`src/rtl/tpwm_pkg.sv`:
```
package tpwm_pkg;

  typedef enum logic [1:0] {
    A_CTRL  = 2'd0,
    A_LOAD  = 2'd1,
    A_MATCH = 2'd2,
    A_COUNT = 2'd3
  } reg_addr_e;

  typedef enum logic [1:0] {
    TRIG_OFF      = 2'd0,
    TRIG_OVF      = 2'd1,
    TRIG_BOTH     = 2'd2,
    TRIG_BOTH_ALT = 2'd3
  } trig_e;

  localparam int PRE_W = 3;

  // field order is the control word layout, MSB first
  typedef struct packed {
    logic [PRE_W-1:0] pre_exp;
    logic             pre_en;
    trig_e            trig;
    logic             invert;
    logic             cmp_en;
    logic             auto_rl;
    logic             run;
  } ctrl_t;

  localparam int CTRL_W = $bits(ctrl_t);

endpackage

```
`src/rtl/tpwm_regs.sv`:
```
module tpwm_regs
  import tpwm_pkg::*;
#(
  parameter int CNT_W = 32
) (
  input  logic             clk,
  input  logic             rst,
  input  logic             wr_en,
  input  logic [1:0]       wr_addr,
  input  logic [CNT_W-1:0] wr_data,
  output ctrl_t            ctrl,
  output logic [CNT_W-1:0] load_val,
  output logic [CNT_W-1:0] match_val,
  output logic             cnt_wr
);

  logic ctrl_sel, load_sel, match_sel;

  always_comb begin
    ctrl_sel  = wr_en && (reg_addr_e'(wr_addr) == A_CTRL);
    load_sel  = wr_en && (reg_addr_e'(wr_addr) == A_LOAD);
    match_sel = wr_en && (reg_addr_e'(wr_addr) == A_MATCH);
    cnt_wr    = wr_en && (reg_addr_e'(wr_addr) == A_COUNT);
  end

  always_ff @(posedge clk) begin
    if (rst) begin
      ctrl      <= '0;
      load_val  <= '0;
      match_val <= '0;
    end else begin
      if (ctrl_sel)  ctrl      <= ctrl_t'(wr_data[CTRL_W-1:0]);
      if (load_sel)  load_val  <= wr_data;
      if (match_sel) match_val <= wr_data;
    end
  end

endmodule

```
`src/rtl/tpwm_prescale.sv`:
```
module tpwm_prescale #(
  parameter int EXP_W = 3
) (
  input  logic             clk,
  input  logic             rst,
  input  logic             run,
  input  logic             pre_en,
  input  logic [EXP_W-1:0] pre_exp,
  output logic             tick
);

  localparam int PC_W = 2 ** EXP_W;

  logic [PC_W-1:0]  pcnt;
  logic [PC_W-1:0]  wrap_at;
  logic [EXP_W:0]   shamt;

  always_comb begin
    shamt   = {1'b0, pre_exp} + {{EXP_W{1'b0}}, 1'b1};
    wrap_at = ~({PC_W{1'b1}} << shamt);
    tick    = run && (!pre_en || (pcnt == wrap_at));
  end

  always_ff @(posedge clk) begin
    if (rst || !run || !pre_en) begin
      pcnt <= '0;
    end else if (pcnt == wrap_at) begin
      pcnt <= '0;
    end else begin
      pcnt <= pcnt + 1'b1;
    end
  end

endmodule

```
`src/rtl/tpwm_counter.sv`:
```
module tpwm_counter #(
  parameter int CNT_W = 32
) (
  input  logic             clk,
  input  logic             rst,
  input  logic             tick,
  input  logic             cnt_wr,
  input  logic [CNT_W-1:0] cnt_wdata,
  input  logic             auto_rl,
  input  logic             cmp_en,
  input  logic [CNT_W-1:0] load_val,
  input  logic [CNT_W-1:0] match_val,
  output logic [CNT_W-1:0] cnt,
  output logic             ovf_evt,
  output logic             match_evt
);

  localparam logic [CNT_W-1:0] TOP = {CNT_W{1'b1}};

  logic live;
  logic at_top;

  always_comb begin
    live      = tick && !cnt_wr;
    at_top    = (cnt == TOP);
    ovf_evt   = live && at_top;
    match_evt = live && cmp_en && (cnt == match_val);
  end

  always_ff @(posedge clk) begin
    if (rst) begin
      cnt <= '0;
    end else if (cnt_wr) begin
      cnt <= cnt_wdata;
    end else if (tick) begin
      if (at_top) cnt <= auto_rl ? load_val : '0;
      else        cnt <= cnt + 1'b1;
    end
  end

endmodule

```
`src/rtl/tpwm_outstage.sv`:
```
module tpwm_outstage
  import tpwm_pkg::*;
(
  input  logic  clk,
  input  logic  rst,
  input  logic  run,
  input  logic  invert,
  input  trig_e trig,
  input  logic  ovf_evt,
  input  logic  match_evt,
  output logic  pwm_o
);

  logic phase;
  logic phase_d;
  logic flip;

  always_comb begin
    flip = (ovf_evt && (trig != TRIG_OFF)) ||
           (match_evt && ((trig == TRIG_BOTH) || (trig == TRIG_BOTH_ALT)));
    phase_d = run ? (phase ^ flip) : 1'b0;
  end

  always_ff @(posedge clk) begin
    if (rst) begin
      phase <= 1'b0;
      pwm_o <= 1'b0;
    end else begin
      phase <= phase_d;
      pwm_o <= invert ^ phase_d;
    end
  end

endmodule

```
`src/rtl/reload_match_pwm.sv`:
```
module reload_match_pwm
  import tpwm_pkg::*;
#(
  parameter int CNT_W = 32
) (
  input  logic             clk,
  input  logic             rst,
  input  logic             wr_en,
  input  logic [1:0]       wr_addr,
  input  logic [CNT_W-1:0] wr_data,
  output logic             pwm_o,
  output logic [CNT_W-1:0] count_o
);

  ctrl_t            ctrl;
  logic [CNT_W-1:0] load_val;
  logic [CNT_W-1:0] match_val;
  logic             cnt_wr;
  logic             tick;
  logic             ovf_evt;
  logic             match_evt;
  logic             run_q;
  logic             inv_q;
  logic             arl_q;

  assign run_q = ctrl.run;
  assign inv_q = ctrl.invert;
  assign arl_q = ctrl.auto_rl;

  tpwm_regs #(.CNT_W(CNT_W)) u_regs (
    .clk       (clk),
    .rst       (rst),
    .wr_en     (wr_en),
    .wr_addr   (wr_addr),
    .wr_data   (wr_data),
    .ctrl      (ctrl),
    .load_val  (load_val),
    .match_val (match_val),
    .cnt_wr    (cnt_wr)
  );

  tpwm_prescale #(.EXP_W(PRE_W)) u_pre (
    .clk     (clk),
    .rst     (rst),
    .run     (run_q),
    .pre_en  (ctrl.pre_en),
    .pre_exp (ctrl.pre_exp),
    .tick    (tick)
  );

  tpwm_counter #(.CNT_W(CNT_W)) u_cnt (
    .clk       (clk),
    .rst       (rst),
    .tick      (tick),
    .cnt_wr    (cnt_wr),
    .cnt_wdata (wr_data),
    .auto_rl   (arl_q),
    .cmp_en    (ctrl.cmp_en),
    .load_val  (load_val),
    .match_val (match_val),
    .cnt       (count_o),
    .ovf_evt   (ovf_evt),
    .match_evt (match_evt)
  );

  tpwm_outstage u_out (
    .clk       (clk),
    .rst       (rst),
    .run       (run_q),
    .invert    (inv_q),
    .trig      (ctrl.trig),
    .ovf_evt   (ovf_evt),
    .match_evt (match_evt),
    .pwm_o     (pwm_o)
  );

endmodule

```
`config.mk`:
```
export PLATFORM = sky130hd
export DESIGN_NAME = reload_match_pwm
export DESIGN_NICKNAME = d
export VERILOG_FILES = /design/src/rtl/tpwm_pkg.sv /design/src/rtl/tpwm_regs.sv /design/src/rtl/tpwm_prescale.sv /design/src/rtl/tpwm_counter.sv /design/src/rtl/tpwm_outstage.sv /design/src/rtl/reload_match_pwm.sv
export SDC_FILE = /design/constraint.sdc
export NUM_CORES = 1
export LEC_CHECK = 0
export ABC_AREA = 0
export BUFFER_PORTS_ARGS = -buffer_cell sky130_fd_sc_hd__buf_4
export CELL_PAD_IN_SITES_DETAIL_PLACEMENT = 1
export CELL_PAD_IN_SITES_GLOBAL_PLACEMENT = 2
export CORE_MARGIN = 1
export CORE_UTILIZATION = 37
export DETAILED_ROUTE_END_ITERATION = 10
export PLACE_DENSITY_LB_ADDON = 0.3
export SYNTH_ARGS = -nofsm -noshare
export SYNTH_HDL_FRONTEND = slang
export SYNTH_SLANG_ARGS = --single-unit
```
`constraint.sdc`:
```
create_clock -name clk -period 6.76 [get_ports clk]
set_clock_uncertainty 0.05 [all_clocks]
set_input_delay 1.69 -clock clk [delete_from_list [all_inputs] [get_ports clk]]
set_output_delay 1.69 -clock clk [all_outputs]
set_load 0.005 [all_outputs]
```
==> flow_summary.json <==
{
  "status": "complete, no violations",
  "cts-root-buf": "clkbuf_16",
  "syn_to_final_growth_pct": 20.34,
  "crit_path_end_kind": "register",
  "grt_setup_unrepaired": "no",
  "dr.pass1.iters": 5,
  "syn_avg_cell_area_um2": 7.691,
  "wl_um": 21690,
  "synth_common_cells": "nand2_1 (173), dfxtp_1 (116), a21oi_1 (88)",
  "grt_pass1_wl_um": 34330,
  "grt_pass1_vias": 6002,
  "worst-setup-path-type": "reg2reg",
  "rows": 46,
  "fin_area_mm2": 0.007164,
  "via_per_inst": 5.655,
  "start_kind": "register",
  "drive_above_1_share_pct": 14.84,
  "hpwl_um": 14410,
  "hold_path.class": "reg2reg",
  "syn-instance-count": 774,
  "antenna_found_initial": 0,
  "yosysUniqueCellTypes": 59,
  "dr_wl_met2_um": 10330,
  "io_pins": 70,
  "cts_setup_buffers": 0,
  "die_x_um": 128.8,
  "synth_area_mm2": 0.005953,
  "coreArea_mm2": 0.01577,
  "io_buffers": 69,
  "max_freq_ghz": 0.2648,
  "fin_setup_tns_ns": 0,
  "synthFlopType": "dfxtp_1",
  "clk_path_buf_depth": 2,
  "synth-async-reset-ratio_pct": 0,
  "post-route-util_pct": 45.43,
  "antenna_left": 0,
  "yosys-top-cells-area": "dfxtp_1 (39%), nand2_1 (11%), a21oi_1 (7.4%)",
  "fill_cells": 1951,
  "rrSetupSlack_ns": 2.98,
  "cap_violations": 0,
  "ys_warn_count": 0,
  "track_usage_pct": 27.69,
  "drv_slew": 0,
  "met3_wirelength_um": 941,
  "path_clk_slew_ns": 0.06,
  "initial_core_util_pct": 37.75,
  "gp_congestion": 0.8805,
  "maxSlewHeadroom_pct": 27.13,
  "p_per_area_mw_per_mm2": 259.5,
  "setup_violations": 0,
  "wl_per_cell_um": 20.90,
  "worst_pin_slew_ns": 1.088,
  "drt_iter0_markers": 386,
  "p_leak_nw": 2.578,
  "ctsHoldBuffers": 0,
  "clock_latency_ns": 0.43,
  "cp.required_ns": 7.04,
  "finalPower_mw": 1.859,
  "die_y_um": 128.8,
  "synth_most_common_cell": "nand2_1",
  "yosysTopAreaCellShare_pct": 39.01,
  "cts_sinks": 116,
  "fin_crit_ns": 3.776,
  "diodes": 0,
  "hold_viol": 0,
  "final_nets": 850,
  "syn-num-nets": 815,
  "drcViolationCount": 0,
  "htree_levels": 4,
  "synth-edff-count": 0,
  "cts_resized": 0,
  "ir_drop_mv": 0.1928,
  "placed_area_mm2": 0.006549,
  "top_layer": "met4",
  "path_max_fanout": 19,
  "period_share_pct": 55.86,
  "wl_met1_um": 9882,
  "yosysTopAreaCell": "dfxtp_1",
  "arrival_ns": 4.05,
  "gr-total-overflow": 0,
  "ys_ff_latch": 116,
  "grt_max_degree": 66,
  "numCtsBuffers": 17,
  "num_vias": 5870,
  "cts_tree": "yes",
  "synth_seq_area_share_pct": 39.01,
  "die_area_mm2": 0.01660
}
sequential cells by signal, indices dropped and copies added (netlist names):
name              cells
u_out.pwm_o           1
u_regs.ctrl          10
u_regs.load_val      32
u_out.phase           1
u_regs.match_val     32
u_cnt.cnt            32
u_pre.pcnt            8
layer usage:
layer  track usage [%]  up-vias
met5                 0        -
met4             11.28        0
met3             5.114       36
met2             45.79      127
met1             35.52     2940
li1                  -     2767
logic make-up after synthesis:
family,after synthesis,share of synthesized area [%]
AO/OA/AOI/OAI,177,18.43
buffers and inverters,66,4.750
multiplexers,12,2.102
adder cells (fa/ha/maj),4,0.8407
AND/OR/NAND/NOR,345,26.92
XOR/XNOR,54,7.944
flip-flops,116,39.01
per-stage QoR:
| step | worst slack, ns | std cells | hold slack [ns] |
|---|---|---|---|
| floorplan | 3.637 | 774 | 0.3821 |
| CTS | 2.973 | 1038 | 0.4062 |
| detailed placement | 2.901 | 1006 | 0.3984 |
| global placement | 3.054 | 1006 | 0.3930 |
| finish | 2.984 | 1038 | 0.4047 |
| global route | 2.789 | 1038 | 0.4284 |
worst paths after layout:
check / from / to / depth (start not counted)
worst max-delay path: u_regs.ctrl[8]$_SDFFE_PP0P_ / u_cnt.cnt[14]$_SDFFE_PP0P_ / 10
worst min-delay path: u_regs.load_val[30]$_SDFFE_PP0P_ / u_regs.load_val[30]$_SDFFE_PP0P_ / 2
worst max register to register: u_regs.ctrl[8]$_SDFFE_PP0P_ / u_cnt.cnt[14]$_SDFFE_PP0P_ / 10
worst min register to register: u_regs.load_val[30]$_SDFFE_PP0P_ / u_regs.load_val[30]$_SDFFE_PP0P_ / 2
cell usage in the layout (no fill, tap or decap), types with 6 or more instances in the layout:
cell type	n
and4_1	11
nand2_1	173
nor3_1	7
a21oi_1	88
xnor2_1	42
nand4_1	20
a211oi_1	14
and3_1	17
dfxtp_1	116
a311oi_1	7
o31ai_1	10
nor2_1	53
mux2i_1	11
clkbuf_16	17
o21ai_0	25
and2_1	6
xor2_1	12
nand3_1	31
buf_4	75
inv_1	7
critical path, stage by stage (launching register included):
cell,delay (ns)
dfxtp_1,0.36
ha_1,0.21
ha_1,0.34
nor2_2,0.14
xnor2_1,0.07
o41a_1,0.41
o31ai_4,0.65
and2_1,0.61
buf_4,0.38
nor2_1,0.09
a2111oi_2,0.36
area by class of cell:
cell class	instances	area, um^2	share of cell area (%)
Multi-Input combinational cell	592	3367	47.00
Timing Repair Buffer	75	563.0	7.859
Clock inverter	14	186.4	2.602
Sequential cell	116	2322	32.41
Inverter	7	26.28	0.3667
Tap cell	216	270.3	3.772
Clock buffer	18	429.2	5.990
where the power goes:
part / switching [mW] / internal, mW / total (mW) / leakage (nW)
Sequential: 0.0311 / 0.708 / 0.739 / 0.943
Clock: 0.348 / 0.613 / 0.961 / 0.288
Combinational: 0.0947 / 0.0653 / 0.160 / 1.35
Power figures use the tool's default switching activity.
